File: src/rtl/nstg_pkg.sv
// Shared definitions for the NAND strobe timing generator.
// Assumes a 26-bit packed timing word; each field is a cycle count.
package nstg_pkg;

    typedef enum logic [2:0] {
        PH_IDLE,
        PH_CEW,
        PH_TURN,
        PH_LOW,
        PH_HIGH
    } phase_t;

    localparam int CFG_W   = 26;
    localparam int CNT_W   = 4;
    localparam int BSY_W   = 5;

    localparam int WLO_LSB = 0;
    localparam int WHI_LSB = 4;
    localparam int RLO_LSB = 8;
    localparam int RHI_LSB = 12;
    localparam int TA_LSB  = 16;
    localparam int BSY_LSB = 19;
    localparam int CEA_LSB = 24;

    localparam int STB_W   = 4;
    localparam int TA_W    = 3;
    localparam int CEA_W   = 2;

    // Zero field means one cycle, so no phase is ever skipped.
    function automatic logic [CNT_W-1:0] eff_cnt(input logic [CNT_W-1:0] f);
        return (f == '0) ? CNT_W'(1) : f;
    endfunction

    function automatic logic [BSY_W-1:0] eff_bsy(input logic [BSY_W-1:0] f);
        return (f == '0) ? BSY_W'(1) : f;
    endfunction

endpackage

File: src/rtl/nstg_phase_seq.sv
// Phase sequencer: walks one byte through chip-enable wait, turnaround
// wait, strobe low and strobe high, with one shared down-counter.
// Assumes cfg is stable while a byte is in progress.
module nstg_phase_seq
    import nstg_pkg::*;
(
    input  logic             clk,
    input  logic             rst_n,
    input  logic [CFG_W-1:0] cfg,
    input  logic             req_valid,
    input  logic             req_write,
    input  logic             req_last,
    output logic             req_ready,
    output logic             accept,
    output logic             done,
    output logic             ce_on,
    output logic             we_low,
    output logic             re_low,
    output logic             drive_bus,
    output logic             sample
);

    phase_t           ph, ph_nx;
    logic [CNT_W-1:0] cnt, cnt_nx;
    logic             wr_q, last_q, turn_q, ce_q, have_dir_q, dir_q;
    logic             turn_now, cnt_zero;

    logic [CNT_W-1:0] len_wlo, len_whi, len_rlo, len_rhi, len_ta, len_cea;

    // Decode effective phase lengths from the packed timing word.
    always_comb begin
        len_wlo = eff_cnt(cfg[WLO_LSB +: STB_W]);
        len_whi = eff_cnt(cfg[WHI_LSB +: STB_W]);
        len_rlo = eff_cnt(cfg[RLO_LSB +: STB_W]);
        len_rhi = eff_cnt(cfg[RHI_LSB +: STB_W]);
        len_ta  = eff_cnt({{(CNT_W-TA_W){1'b0}}, cfg[TA_LSB +: TA_W]});
        len_cea = eff_cnt({{(CNT_W-CEA_W){1'b0}}, cfg[CEA_LSB +: CEA_W]});
    end

    assign accept   = req_valid && (ph == PH_IDLE);
    assign turn_now = have_dir_q && (dir_q != req_write);
    assign cnt_zero = (cnt == '0);

    // Next phase and counter load.
    always_comb begin
        ph_nx  = ph;
        cnt_nx = cnt_zero ? cnt : cnt - CNT_W'(1);
        case (ph)
            PH_IDLE: begin
                if (accept) begin
                    if (!ce_q) begin
                        ph_nx  = PH_CEW;
                        cnt_nx = len_cea - CNT_W'(1);
                    end else if (turn_now) begin
                        ph_nx  = PH_TURN;
                        cnt_nx = len_ta - CNT_W'(1);
                    end else begin
                        ph_nx  = PH_LOW;
                        cnt_nx = (req_write ? len_wlo : len_rlo) - CNT_W'(1);
                    end
                end
            end
            PH_CEW: begin
                if (cnt_zero) begin
                    if (turn_q) begin
                        ph_nx  = PH_TURN;
                        cnt_nx = len_ta - CNT_W'(1);
                    end else begin
                        ph_nx  = PH_LOW;
                        cnt_nx = (wr_q ? len_wlo : len_rlo) - CNT_W'(1);
                    end
                end
            end
            PH_TURN: begin
                if (cnt_zero) begin
                    ph_nx  = PH_LOW;
                    cnt_nx = (wr_q ? len_wlo : len_rlo) - CNT_W'(1);
                end
            end
            PH_LOW: begin
                if (cnt_zero) begin
                    ph_nx  = PH_HIGH;
                    cnt_nx = (wr_q ? len_whi : len_rhi) - CNT_W'(1);
                end
            end
            PH_HIGH: begin
                if (cnt_zero) begin
                    ph_nx  = PH_IDLE;
                    cnt_nx = '0;
                end
            end
            default: begin
                ph_nx  = PH_IDLE;
                cnt_nx = '0;
            end
        endcase
    end

    // Phase, counter and per-byte flags.
    always_ff @(posedge clk) begin
        if (!rst_n) begin
            ph         <= PH_IDLE;
            cnt        <= '0;
            wr_q       <= 1'b0;
            last_q     <= 1'b0;
            turn_q     <= 1'b0;
            ce_q       <= 1'b0;
            have_dir_q <= 1'b0;
            dir_q      <= 1'b0;
        end else begin
            ph  <= ph_nx;
            cnt <= cnt_nx;
            if (accept) begin
                wr_q       <= req_write;
                last_q     <= req_last;
                turn_q     <= turn_now;
                ce_q       <= 1'b1;
                have_dir_q <= 1'b1;
                dir_q      <= req_write;
            end else if (ph == PH_HIGH && cnt_zero && last_q) begin
                ce_q <= 1'b0;
            end
        end
    end

    assign req_ready = (ph == PH_IDLE);
    assign done      = (ph == PH_HIGH) && cnt_zero;
    assign ce_on     = ce_q;
    assign we_low    = (ph == PH_LOW) && wr_q;
    assign re_low    = (ph == PH_LOW) && !wr_q;
    assign drive_bus = wr_q && (ph == PH_LOW || ph == PH_HIGH);
    assign sample    = (ph == PH_LOW) && cnt_zero && !wr_q;

endmodule

File: src/rtl/nstg_data_path.sv
// Data path: holds the write byte from acceptance to the end of the byte
// and captures the read byte on the sequencer's sample strobe.
// Assumes sample is high only in the final read-low cycle.
module nstg_data_path #(
    parameter int DQ_W = 8
) (
    input  logic            clk,
    input  logic            rst_n,
    input  logic            accept,
    input  logic [DQ_W-1:0] req_data,
    input  logic            drive_bus,
    input  logic            sample,
    input  logic [DQ_W-1:0] dq_in,
    output logic [DQ_W-1:0] dq_out,
    output logic            dq_oe,
    output logic [DQ_W-1:0] rd_data
);

    logic [DQ_W-1:0] wdata_q;
    logic [DQ_W-1:0] rdata_q;

    // Latch write data at acceptance; capture read data at sample.
    always_ff @(posedge clk) begin
        if (!rst_n) begin
            wdata_q <= '0;
            rdata_q <= '0;
        end else begin
            if (accept) wdata_q <= req_data;
            if (sample) rdata_q <= dq_in;
        end
    end

    assign dq_out  = wdata_q;
    assign dq_oe   = drive_bus;
    assign rd_data = rdata_q;

endmodule

File: src/rtl/nstg_busy_mask.sv
// Busy mask: after a busy-causing command, hides the ready/busy line for
// a programmed number of cycles. A new pulse restarts the mask.
module nstg_busy_mask
    import nstg_pkg::*;
(
    input  logic             clk,
    input  logic             rst_n,
    input  logic             busy_start,
    input  logic [BSY_W-1:0] mask_len,
    input  logic             rb_in,
    output logic             dev_ready
);

    logic [BSY_W-1:0] left_q;

    // Load on pulse, otherwise count down to zero.
    always_ff @(posedge clk) begin
        if (!rst_n)               left_q <= '0;
        else if (busy_start)      left_q <= eff_bsy(mask_len);
        else if (left_q != '0)    left_q <= left_q - BSY_W'(1);
    end

    assign dev_ready = rb_in && (left_q == '0);

endmodule

File: src/rtl/nand_strobe_gen.sv
// NAND strobe timing generator top: ties the phase sequencer, data path
// and busy mask to the NAND pins. Takes one byte request at a time.
module nand_strobe_gen
    import nstg_pkg::*;
#(
    parameter int DQ_W = 8
) (
    input  logic             clk,
    input  logic             rst_n,
    input  logic [CFG_W-1:0] cfg_timing,
    input  logic             req_valid,
    output logic             req_ready,
    input  logic             req_write,
    input  logic             req_last,
    input  logic [DQ_W-1:0]  req_data,
    output logic             done,
    output logic [DQ_W-1:0]  rd_data,
    input  logic             busy_start,
    input  logic             rb_in,
    output logic             dev_ready,
    output logic             nand_ce_n,
    output logic             nand_we_n,
    output logic             nand_re_n,
    output logic [DQ_W-1:0]  dq_out,
    output logic             dq_oe,
    input  logic [DQ_W-1:0]  dq_in
);

    logic accept, ce_on, we_low, re_low, drive_bus, sample;

    nstg_phase_seq u_seq (
        .clk       (clk),
        .rst_n     (rst_n),
        .cfg       (cfg_timing),
        .req_valid (req_valid),
        .req_write (req_write),
        .req_last  (req_last),
        .req_ready (req_ready),
        .accept    (accept),
        .done      (done),
        .ce_on     (ce_on),
        .we_low    (we_low),
        .re_low    (re_low),
        .drive_bus (drive_bus),
        .sample    (sample)
    );

    nstg_data_path #(.DQ_W(DQ_W)) u_dp (
        .clk       (clk),
        .rst_n     (rst_n),
        .accept    (accept),
        .req_data  (req_data),
        .drive_bus (drive_bus),
        .sample    (sample),
        .dq_in     (dq_in),
        .dq_out    (dq_out),
        .dq_oe     (dq_oe),
        .rd_data   (rd_data)
    );

    nstg_busy_mask u_bsy (
        .clk        (clk),
        .rst_n      (rst_n),
        .busy_start (busy_start),
        .mask_len   (cfg_timing[BSY_LSB +: BSY_W]),
        .rb_in      (rb_in),
        .dev_ready  (dev_ready)
    );

    assign nand_ce_n = !ce_on;
    assign nand_we_n = !we_low;
    assign nand_re_n = !re_low;

endmodule

File: config.mk
export PLATFORM = sky130hd
export DESIGN_NAME = nand_strobe_gen
export DESIGN_NICKNAME = d
export VERILOG_FILES = /design/src/rtl/nstg_pkg.sv /design/src/rtl/nstg_phase_seq.sv /design/src/rtl/nstg_data_path.sv /design/src/rtl/nstg_busy_mask.sv /design/src/rtl/nand_strobe_gen.sv
export SDC_FILE = /design/constraint.sdc
export NUM_CORES = 1
export LEC_CHECK = 0
export BUFFER_PORTS_ARGS = -buffer_cell sky130_fd_sc_hd__clkbuf_2
export CORE_MARGIN = 2
export CORE_UTILIZATION = 40
export CTS_BUF_LIST = sky130_fd_sc_hd__clkbuf_16
export CTS_CLUSTER_SIZE = 10
export DETAILED_ROUTE_END_ITERATION = 10
export GPL_TIMING_DRIVEN = 0
export MAX_ROUTING_LAYER = met4
export PLACE_DENSITY_LB_ADDON = 0.25
export RECOVER_POWER = 25
export SLEW_MARGIN = 30
export SYNTH_ARGS = -nofsm -noshare
export SYNTH_HDL_FRONTEND = slang
export SYNTH_HIERARCHICAL = 1
export SYNTH_SLANG_ARGS = --single-unit
File: constraint.sdc
create_clock -name clk -period 3.65 [get_ports clk]
set_input_delay 0.73 -clock clk [delete_from_list [all_inputs] [get_ports clk]]
set_output_delay 0.73 -clock clk [all_outputs]
set_load 0.1 [all_outputs]
==> results of run 1 <==
flip-flops by register name, indices dropped and copies added, names as in the netlist:
register	flops
u_seq/have_dir_q	1
u_bsy/left_q	5
u_seq/ce_on	1
u_seq/turn_q	1
u_dp/rd_data	8
u_seq/dir_q	1
u_seq/last_q	1
u_seq/cnt	4
u_seq/ph	3
u_dp/dq_out	8
critical path, delay by kind of cell, from the launching register on:
| family | cells | cell delay, ps |
|---|---|---|
| buf+inv | 3 | 800 |
| simple gates | 2 | 710 |
| flops | 1 | 350 |
| fa+ha+maj | 1 | 250 |
power groups by stage:
stage	Sequential [mW]	Clock (mW)	Combinational (mW)
2_1_floorplan	0.620	0	0.652
3_3_place_gp	0.492	0	0.976
3_5_place_dp	0.493	0	0.983
4_1_cts	0.486	0.466	0.987
5_1_grt	0.495	0.488	1.08
6_report	0.486	0.456	0.992
cell type report:
cell class,count,area (um2)
Sequential cell,33,661
Timing Repair Buffer,69,338
Fill cell,582,2630
Buffer,13,91.3
Multi-Input combinational cell,200,1420
Tap cell,72,90.1
Clock inverter,3,37.5
Clock buffer,5,125
Inverter,20,75.1
metal layers:
layer,vias to the layer above,global-route usage
li1,1109,-
met1,988,0.248
met2,63,0.330
met3,2,0.0364
met4,0,0.0466
met5,-,-
worst min path at each step:
stage | to | depth (start not counted) | from
after global routing | u_seq/last_q | 2 | u_seq/last_q
after CTS | u_seq/last_q | 2 | u_seq/last_q
after detailed placement | u_seq/last_q | 2 | u_seq/last_q
after global placement | u_seq/last_q | 2 | u_seq/last_q
after floorplan | u_seq/last_q | 2 | u_seq/last_q
final | u_seq/last_q | 2 | u_seq/last_q
cells by family (layout without fill, tap and decap cells):
family / count (synthesis) / after routing / synth area share
AND/OR/NAND/NOR: 100 / 100 / 0.258
AO/OA/AOI/OAI: 62 / 62 / 0.200
flip-flops: 33 / 33 / 0.294
buffers and inverters: 33 / 110 / 0.0740
multiplexers: 25 / 25 / 0.112
adder cells (fa/ha/maj): 7 / 7 / 0.0389
XOR/XNOR: 6 / 6 / 0.0234
cell usage in the layout (no fill, tap or decap), types with 8 or more instances in the layout:
cell      Yosys  layout
nor2b_1      20      20
nor2_1       13      13
nor3_1       11      11
nand2_1      15      15
a21oi_1      19      19
nand3_1       9       9
clkbuf_2      1      64
dfxtp_1      33      33
inv_1        19      20
mux2i_1      23      23
nand2b_1      8       8
==> out/results.txt, run 1 <==
worst-case reg-to-reg path depth - 10
Area Overhead vs Synth - 26.3%
switching pwr - 0.866 mW
clock buffer depth - 2
Reg clk slew, reported paths - 50 ps
vias in the first global route - 2142
detailed route wirelength on metal2 - 2770 um
non-filler cells in the finished layout - 415
post-CTS sizing - 0
power share of the combinational group - 0.513
Placer Congestion - 0.934
Slew HR - 0.228
crit path from - u_seq/cnt[0]
setup bufs post-CTS - 0
worst-margin pin slew - 1160 ps
CP cell instances - inv_1 > ha_1 > nor3b_4 > inv_2 > nor2_1 > clkbuf_2
max_cap viols - 0
sequential share of power - 0.251
Hold WS - 456 ps
Nets - 398
RSZ-0062 raised after global routing - false
top-area cell type share of the netlist area - 0.294
Final Hold Viols - 0
HPWL after DPL - 4410 um
Mapped Avg Cell Area - 8.46 um2
total power - 1.93 mW
register area share after synthesis - 0.294
total iterations of the first detailed-routing run - 4
wl on met1 - 2500 um
Routed Antenna Nets - 0
die area - 0.00624 mm2
Critical Path AT - 2390 ps
Remaining DRCs - 0
first-pass GRT wire length - 9630 um
ratio of cells with drive above 1 in the final layout - 0.286
pwr/cell area - 681 mW/mm2
Mapped Cells - 266
Routed WL per cell - 13.4 um
Place WS - 871 ps
Synth Net Count - 322
ranking of synthesized cells by area - dfxtp_1, mux2i_1, nor2b_1, a21oi_1, ha_1
Internal Pwr Total - 1.07 mW
CTS Hold Bufs - 0
crit end category - output pin
period utilization - 0.854
Post-synth EDFFs - 0
reg-to-reg endpoint - u_seq/cnt[0]
capture point of the worst path - done
Slowest-stage cell, CP - clkbuf_2
Core Region - 0.00547 mm2
post-synthesis cell type with the largest combined area - dfxtp_1
CP startpoint kind - register
Initial Utilization - 0.411
Max Slew Vio Count - 0
CTS root buffer - clkbuf_16
Leak - 1.21 nW
Routed met3 length - 264 um
Antenna diodes - 0
mapped cell area - 0.00225 mm2
clock power share - 0.236
Num CTS Buffers - 5
Post-synth top cells - dfxtp_1, mux2i_1, nor2b_1
design area - 0.00284 mm2
ys async rst share - 0
DIE WIDTH - 79.0 um
Placement Cell Area - 0.00269 mm2
r2r startpoint - u_seq/cnt[0]
H-tree depth - 2
Placed Cells incl. Taps - 407
initial antenna violation count - 0
status - completed
largest net degree at the start of global routing - 18
CP max FO - 10
hold crit path type - reg2reg
Routed Wire Length - 5550 um
I/O Pins - 72
row count - 27
Die H - 79.0 um
Sink Count - 33
post-layout min period - 3120 ps
R2R setup slack - 1100 ps
Tot GR Track Use - 0.197
via/cell ratio - 5.21
YS warnings - 6
Worst Clk Skew - 1.79 ps
Synth Register Bits - 33
Crit path required time - 2920 ps
Vias - 2162
sw frac - 0.448
setup ws final - 534 ps
Port Buffers - 69
count leader, synth - dfxtp_1
TritonCTS clock tree - yes
First DRT Iteration DRCs - 128
Most used DFF post-synth - dfxtp_1
top routing layer used - met4
critical path class - reg2out
Max VDD drop - 0.341 mV
maximum clock rate - 321 MHz
fin util - 0.519
CP peak stage delay - 500 ps
Unique masters post-synth - 61
gr ovfl total - 0
TNS Setup - 0 ps
endpoints failing setup - 0
clock latency on the worst-skew pair - 270 ps
No activity file was read; power rests on OpenSTA's default activity.
==> run 2, diff against run 1 <==
- CELL_PAD_IN_SITES_DETAIL_PLACEMENT: default -> 1
- CELL_PAD_IN_SITES_GLOBAL_PLACEMENT: default -> 2
- CORE_UTILIZATION: 40 -> 31
- HOLD_SLACK_MARGIN: default -> 0.12
==> out/results.txt, run 2 (same netlist as run 1, synthesis figures left out) <==
CP max FO - 10 (unchanged)
Worst Clk Skew - 2.40 ps (+0.605 ps)
hold crit path type - reg2reg
max_cap viols - 0 (unchanged)
Die H - 89.2 um (+13%)
first-pass GRT wire length - 10400 um (+8.0%)
non-filler cells in the finished layout - 442 (+6.5%)
DIE WIDTH - 89.2 um (+13%)
Placer Congestion - 0.855 (-8.5%)
First DRT Iteration DRCs - 80 (-38%)
total power - 1.89 mW (-2.2%)
Leak - 1.20 nW (-0.38%)
Routed Antenna Nets - 0 (unchanged)
Placed Cells incl. Taps - 434 (+6.6%)
crit end category - output pin
CTS root buffer - clkbuf_16
Multi-input gate area - 0.00142 mm2 (unchanged)
Sink Count - 33 (unchanged)
wl on met1 - 3020 um (+21%)
TNS Setup - 0 ps (unchanged)
TritonCTS clock tree - yes
Remaining DRCs - 0 (unchanged)
clock buffer depth - 2 (unchanged)
status - completed
commonest cells after routing, fill and taps aside - clkbuf_2, dfxtp_1, mux2i_1
Antenna diodes - 0 (unchanged)
CP startpoint kind - register
top routing layer used - met4
Core Region - 0.00714 mm2 (+30%)
Routed met3 length - 213 um (-19%)
setup bufs post-CTS - 0 (unchanged)
Critical Path AT - 2410 ps (+20 ps)
gr ovfl total - 0 (unchanged)
register area - 661 um2 (unchanged)
total iterations of the first detailed-routing run - 4 (unchanged)
initial antenna violation count - 0 (unchanged)
period utilization - 0.860 (+0.00657)
critical path class - reg2out
worst-margin pin slew - 1180 ps (+15.8 ps)
Num CTS Buffers - 5 (unchanged)
Tot GR Track Use - 0.175 (-0.0224)
post-CTS sizing - 0 (unchanged)
detailed route wirelength on metal2 - 3120 um (+13%)
row count - 31 (+15%)
RSZ-0062 raised after global routing - false
Max VDD drop - 0.272 mV (-20%)
maximum clock rate - 318 MHz (-0.76%)
CTS Hold Bufs - 0 (unchanged)
vias in the first global route - 2162 (+0.93%)
Fillers - 907 (+56%)
ratio of cells with drive above 1 in the final layout - 0.292 (+0.00583)
Reg clk slew, reported paths - 50 ps (about the same)
pwr/cell area - 663 mW/mm2 (-2.6%)
endpoints failing setup - 0 (unchanged)
I/O Pins - 72 (unchanged)
Crit path required time - 2920 ps (about the same)
post-layout min period - 3140 ps (+24.0 ps)
die area - 0.00795 mm2 (+27%)
Area Overhead vs Synth - 26.8%
Vias - 2179 (+0.79%)
largest net degree at the start of global routing - 18 (unchanged)
Max Slew Vio Count - 0 (unchanged)
HPWL after DPL - 5220 um (+18%)
via/cell ratio - 4.93 (-5.4%)
Routed Wire Length - 6460 um (+16%)
Final Hold Viols - 0 (unchanged)
H-tree depth - 2 (unchanged)
most common cell after layout, fill and taps aside - clkbuf_2
Slew HR - 0.217 (-0.0105)
Routed WL per cell - 14.6 um (+9.3%)
clock latency on the worst-skew pair - 280 ps (about the same)
Port Buffers - 69 (unchanged)
Nets - 398 (unchanged)
Initial Utilization - 0.315 (-0.0958)
==> run 2: cell count changes in the layout (fill, tap and decap cells not counted), sizes merged <==
cell | previous run | this run
clkinv | 1 | 2
bufinv | 1 | 0
==> run 2: worst paths after layout <==
| kind | from | endpoint | slack (ps) | cells past startpoint |
|---|---|---|---|---|
| setup / recovery | u_seq/cnt[0] | done | 510 | 6 |
| hold / removal | u_seq/last_q | u_seq/last_q | 470 | 2 |
| setup reg to reg | u_seq/cnt[0] | u_seq/cnt[0] | 1070 | 10 |
| hold reg to reg | u_seq/last_q | u_seq/last_q | 470 | 2 |
==> run 2: critical path: stages (launching register included) <==
cell and delay [ps]:
dfxtp_1 360, inv_1 120, ha_1 250, nor3b_4 490, inv_2 190, nor2_1 220, clkbuf_2 500
==> run 2: area by class of cell <==
cell class	count	share of cell area
flip-flops and latches	33	0.232
repair buffers	69	0.119
clock buffers	5	0.0439
inverters	20	0.0263
plain buffers	13	0.0320
well taps	99	0.0434
clock inverters	3	0.00483
multi-input cells	200	0.499
==> run 2: per-layer routing <==
| metal | global-route usage | vias up |
|---|---|---|
| li1 | - | 1112 |
| met1 | 0.218 | 1021 |
| met2 | 0.287 | 35 |
| met3 | 0.0323 | 11 |
| met4 | 0.0529 | 0 |
| met5 | - | - |
==> run 2: through the flow <==
step / util / instance area, um2 / hold WS (ps) / setup slack, ps
2_1_floorplan: - / 2250 / 437 / 490
4_1_cts: 0.400 / 2860 / 480 / 496
3_3_place_gp: 0.381 / 2720 / 451 / 777
3_5_place_dp: 0.381 / 2720 / 460 / 797
5_1_grt: 0.400 / 2850 / 509 / 325
6_report: 0.400 / 2850 / 469 / 510
==> run 2: power breakdown <==
| part | internal (mW) | leakage [nW] | switching [mW] |
|---|---|---|---|
| combinational | 0.328 | 0.860 | 0.676 |
| clock | 0.247 | 0.0748 | 0.150 |
| sequential | 0.423 | 0.270 | 0.0657 |
==> run 3, diff against run 2 <==
- CORE_UTILIZATION: 31 -> 29
- SLEW_MARGIN: 30 -> 0
- clock period: 3.65 -> 3.2 ns (I/O delays scaled with it)
==> out/results.txt, run 3 (same netlist as run 1, synthesis figures left out) <==
Leak - 1.19 nW (-1.4%)
Antenna diodes - 0 (unchanged)
Routed Wire Length - 6400 um (-1.0%)
row count - 32 (+3.2%)
via/cell ratio - 4.88 (-0.95%)
Placed Cells incl. Taps - 437 (+0.69%)
ratio of cells with drive above 1 in the final layout - 0.283 (-0.00875)
TNS Setup - 0 ps (unchanged)
H-tree depth - 2 (unchanged)
post-layout min period - 3070 ps
Internal Pwr Total - 1.14 mW (+14%)
period utilization - 0.960
Placer Congestion - 0.793 (-7.2%)
Num CTS Buffers - 5 (unchanged)
Initial Utilization - 0.296 (-0.0195)
clock buffer depth - 2 (unchanged)
most used routing layer - met2
first-pass GRT wire length - 10700 um (+2.6%)
Die H - 92.1 um (+3.2%)
status - completed
met3 Track Usage GR - 0.0329 (+0.000550)
Max Slew Vio Count - 0 (unchanged)
clock latency on the worst-skew pair - 280 ps (about the same)
Tot GR Track Use - 0.161 (-0.0133)
Vias - 2173 (-0.28%)
most common cell after layout, fill and taps aside - clkbuf_2
DIE WIDTH - 92.1 um (+3.2%)
Hold WS - 464 ps (-5.53 ps)
Worst Clk Skew - 3.43 ps (+1.03 ps)
fin util - 0.374 (-0.0252)
sequential share of power - 0.258 (about the same)
First DRT Iteration DRCs - 86 (+7.5%)
Crit path required time - 2560 ps (-360 ps)
sw frac - 0.472 (about the same)
RSZ-0062 raised after global routing - false
Max VDD drop - 0.268 mV (-1.4%)
total iterations of the first detailed-routing run - 4 (unchanged)
commonest cells after routing, fill and taps aside - clkbuf_2, dfxtp_1, mux2i_1
met2 Track Usage GR - 0.265 (-0.0216)
CTS root buffer - clkbuf_16
hold crit path type - reg2reg
setup bufs post-CTS - 0 (unchanged)
design area - 0.00285 mm2 (-0.13%)
TritonCTS clock tree - yes
total power - 2.16 mW (+14%)
clock power share - 0.215 (+0.005)
critical path class - reg2out
maximum clock rate - 326 MHz
Area Overhead vs Synth - 26.6%
Remaining DRCs - 0 (unchanged)
largest net degree at the start of global routing - 18 (unchanged)
Reg clk slew, reported paths - 50 ps (about the same)
Sink Count - 33 (unchanged)
switching pwr - 1.02 mW (+14%)
pwr/cell area - 757 mW/mm2 (+14%)
I/O Pins - 72 (unchanged)
CP startpoint kind - register
worst-margin pin slew - 1190 ps (+8.72 ps)
gr ovfl total - 0 (unchanged)
Place WS - 407 ps (-390 ps)
Routed Antenna Nets - 0 (unchanged)
vias in the first global route - 2175 (+0.60%)
initial antenna violation count - 0 (unchanged)
Nets - 398 (unchanged)
endpoints failing setup - 0 (unchanged)
Final Hold Viols - 0 (unchanged)
Placement Cell Area - 0.00272 mm2 (+0.14%)
grt met1 use - 0.203 (-0.0145)
max_cap viols - 0 (unchanged)
Slew HR - 0.211 (-0.00579)
Core Region - 0.00761 mm2 (+6.6%)
Routed WL per cell - 14.4 um (-1.7%)
crit end category - output pin
Critical Path AT - 2430 ps (+20 ps)
die area - 0.00848 mm2 (+6.6%)
setup ws final - 128 ps (-382 ps)
Port Buffers - 69 (unchanged)
CTS Hold Bufs - 0 (unchanged)
CP max FO - 10 (unchanged)
HPWL after DPL - 5100 um (-2.4%)
non-filler cells in the finished layout - 445 (+0.68%)
power share of the combinational group - 0.527 (-0.004)
[run 3: layer usage]
layer,wire length [um],vias to the layer above
li1,-,1115
met1,3040,1003
met2,2990,49
met3,290,6
met4,76,0
met5,0,-
[run 3: path summary, 6_finish.rpt]
path | to | slack, ps | cells past startpoint | start
setup / recovery | done | 130 | 6 | u_seq/cnt[0]
hold / removal | u_seq/last_q | 460 | 2 | u_seq/last_q
setup reg to reg | u_seq/cnt[0] | 620 | 10 | u_seq/cnt[0]
hold reg to reg | u_seq/last_q | 460 | 2 | u_seq/last_q
[run 3: cell type report]
class                   count  area, um2
well taps                 102        128
flip-flops and latches     33        661
repair buffers             69        335
fillers                   961       4760
clock inverters             3       17.5
inverters                  20       75.1
multi-input cells         200       1420
clock buffers               5        125
plain buffers              13       91.3
[run 3: repair_timing]
action | CTS | global route
gates resized for setup | 0 | 1
setup endpoints to repair | 0 | 1
hold endpoints to repair | 0 | 0
[run 3: worst max-delay path, stage by stage, from the launching register on]
cell     delay, ps
dfxtp_1        370
inv_1          120
ha_1           250
nor3b_4        470
inv_2          180
nor2_1         270
buf_2          480
[run 3: power groups by stage]
stage          clock network [mW]  registers [mW]  logic [mW]
3_5_place_dp                    0           0.567        1.15
3_3_place_gp                    0           0.564        1.15
6_report                    0.463           0.557        1.14
4_1_cts                     0.480           0.558        1.16
2_1_floorplan                   0           0.707       0.744
5_1_grt                     0.499           0.570        1.25
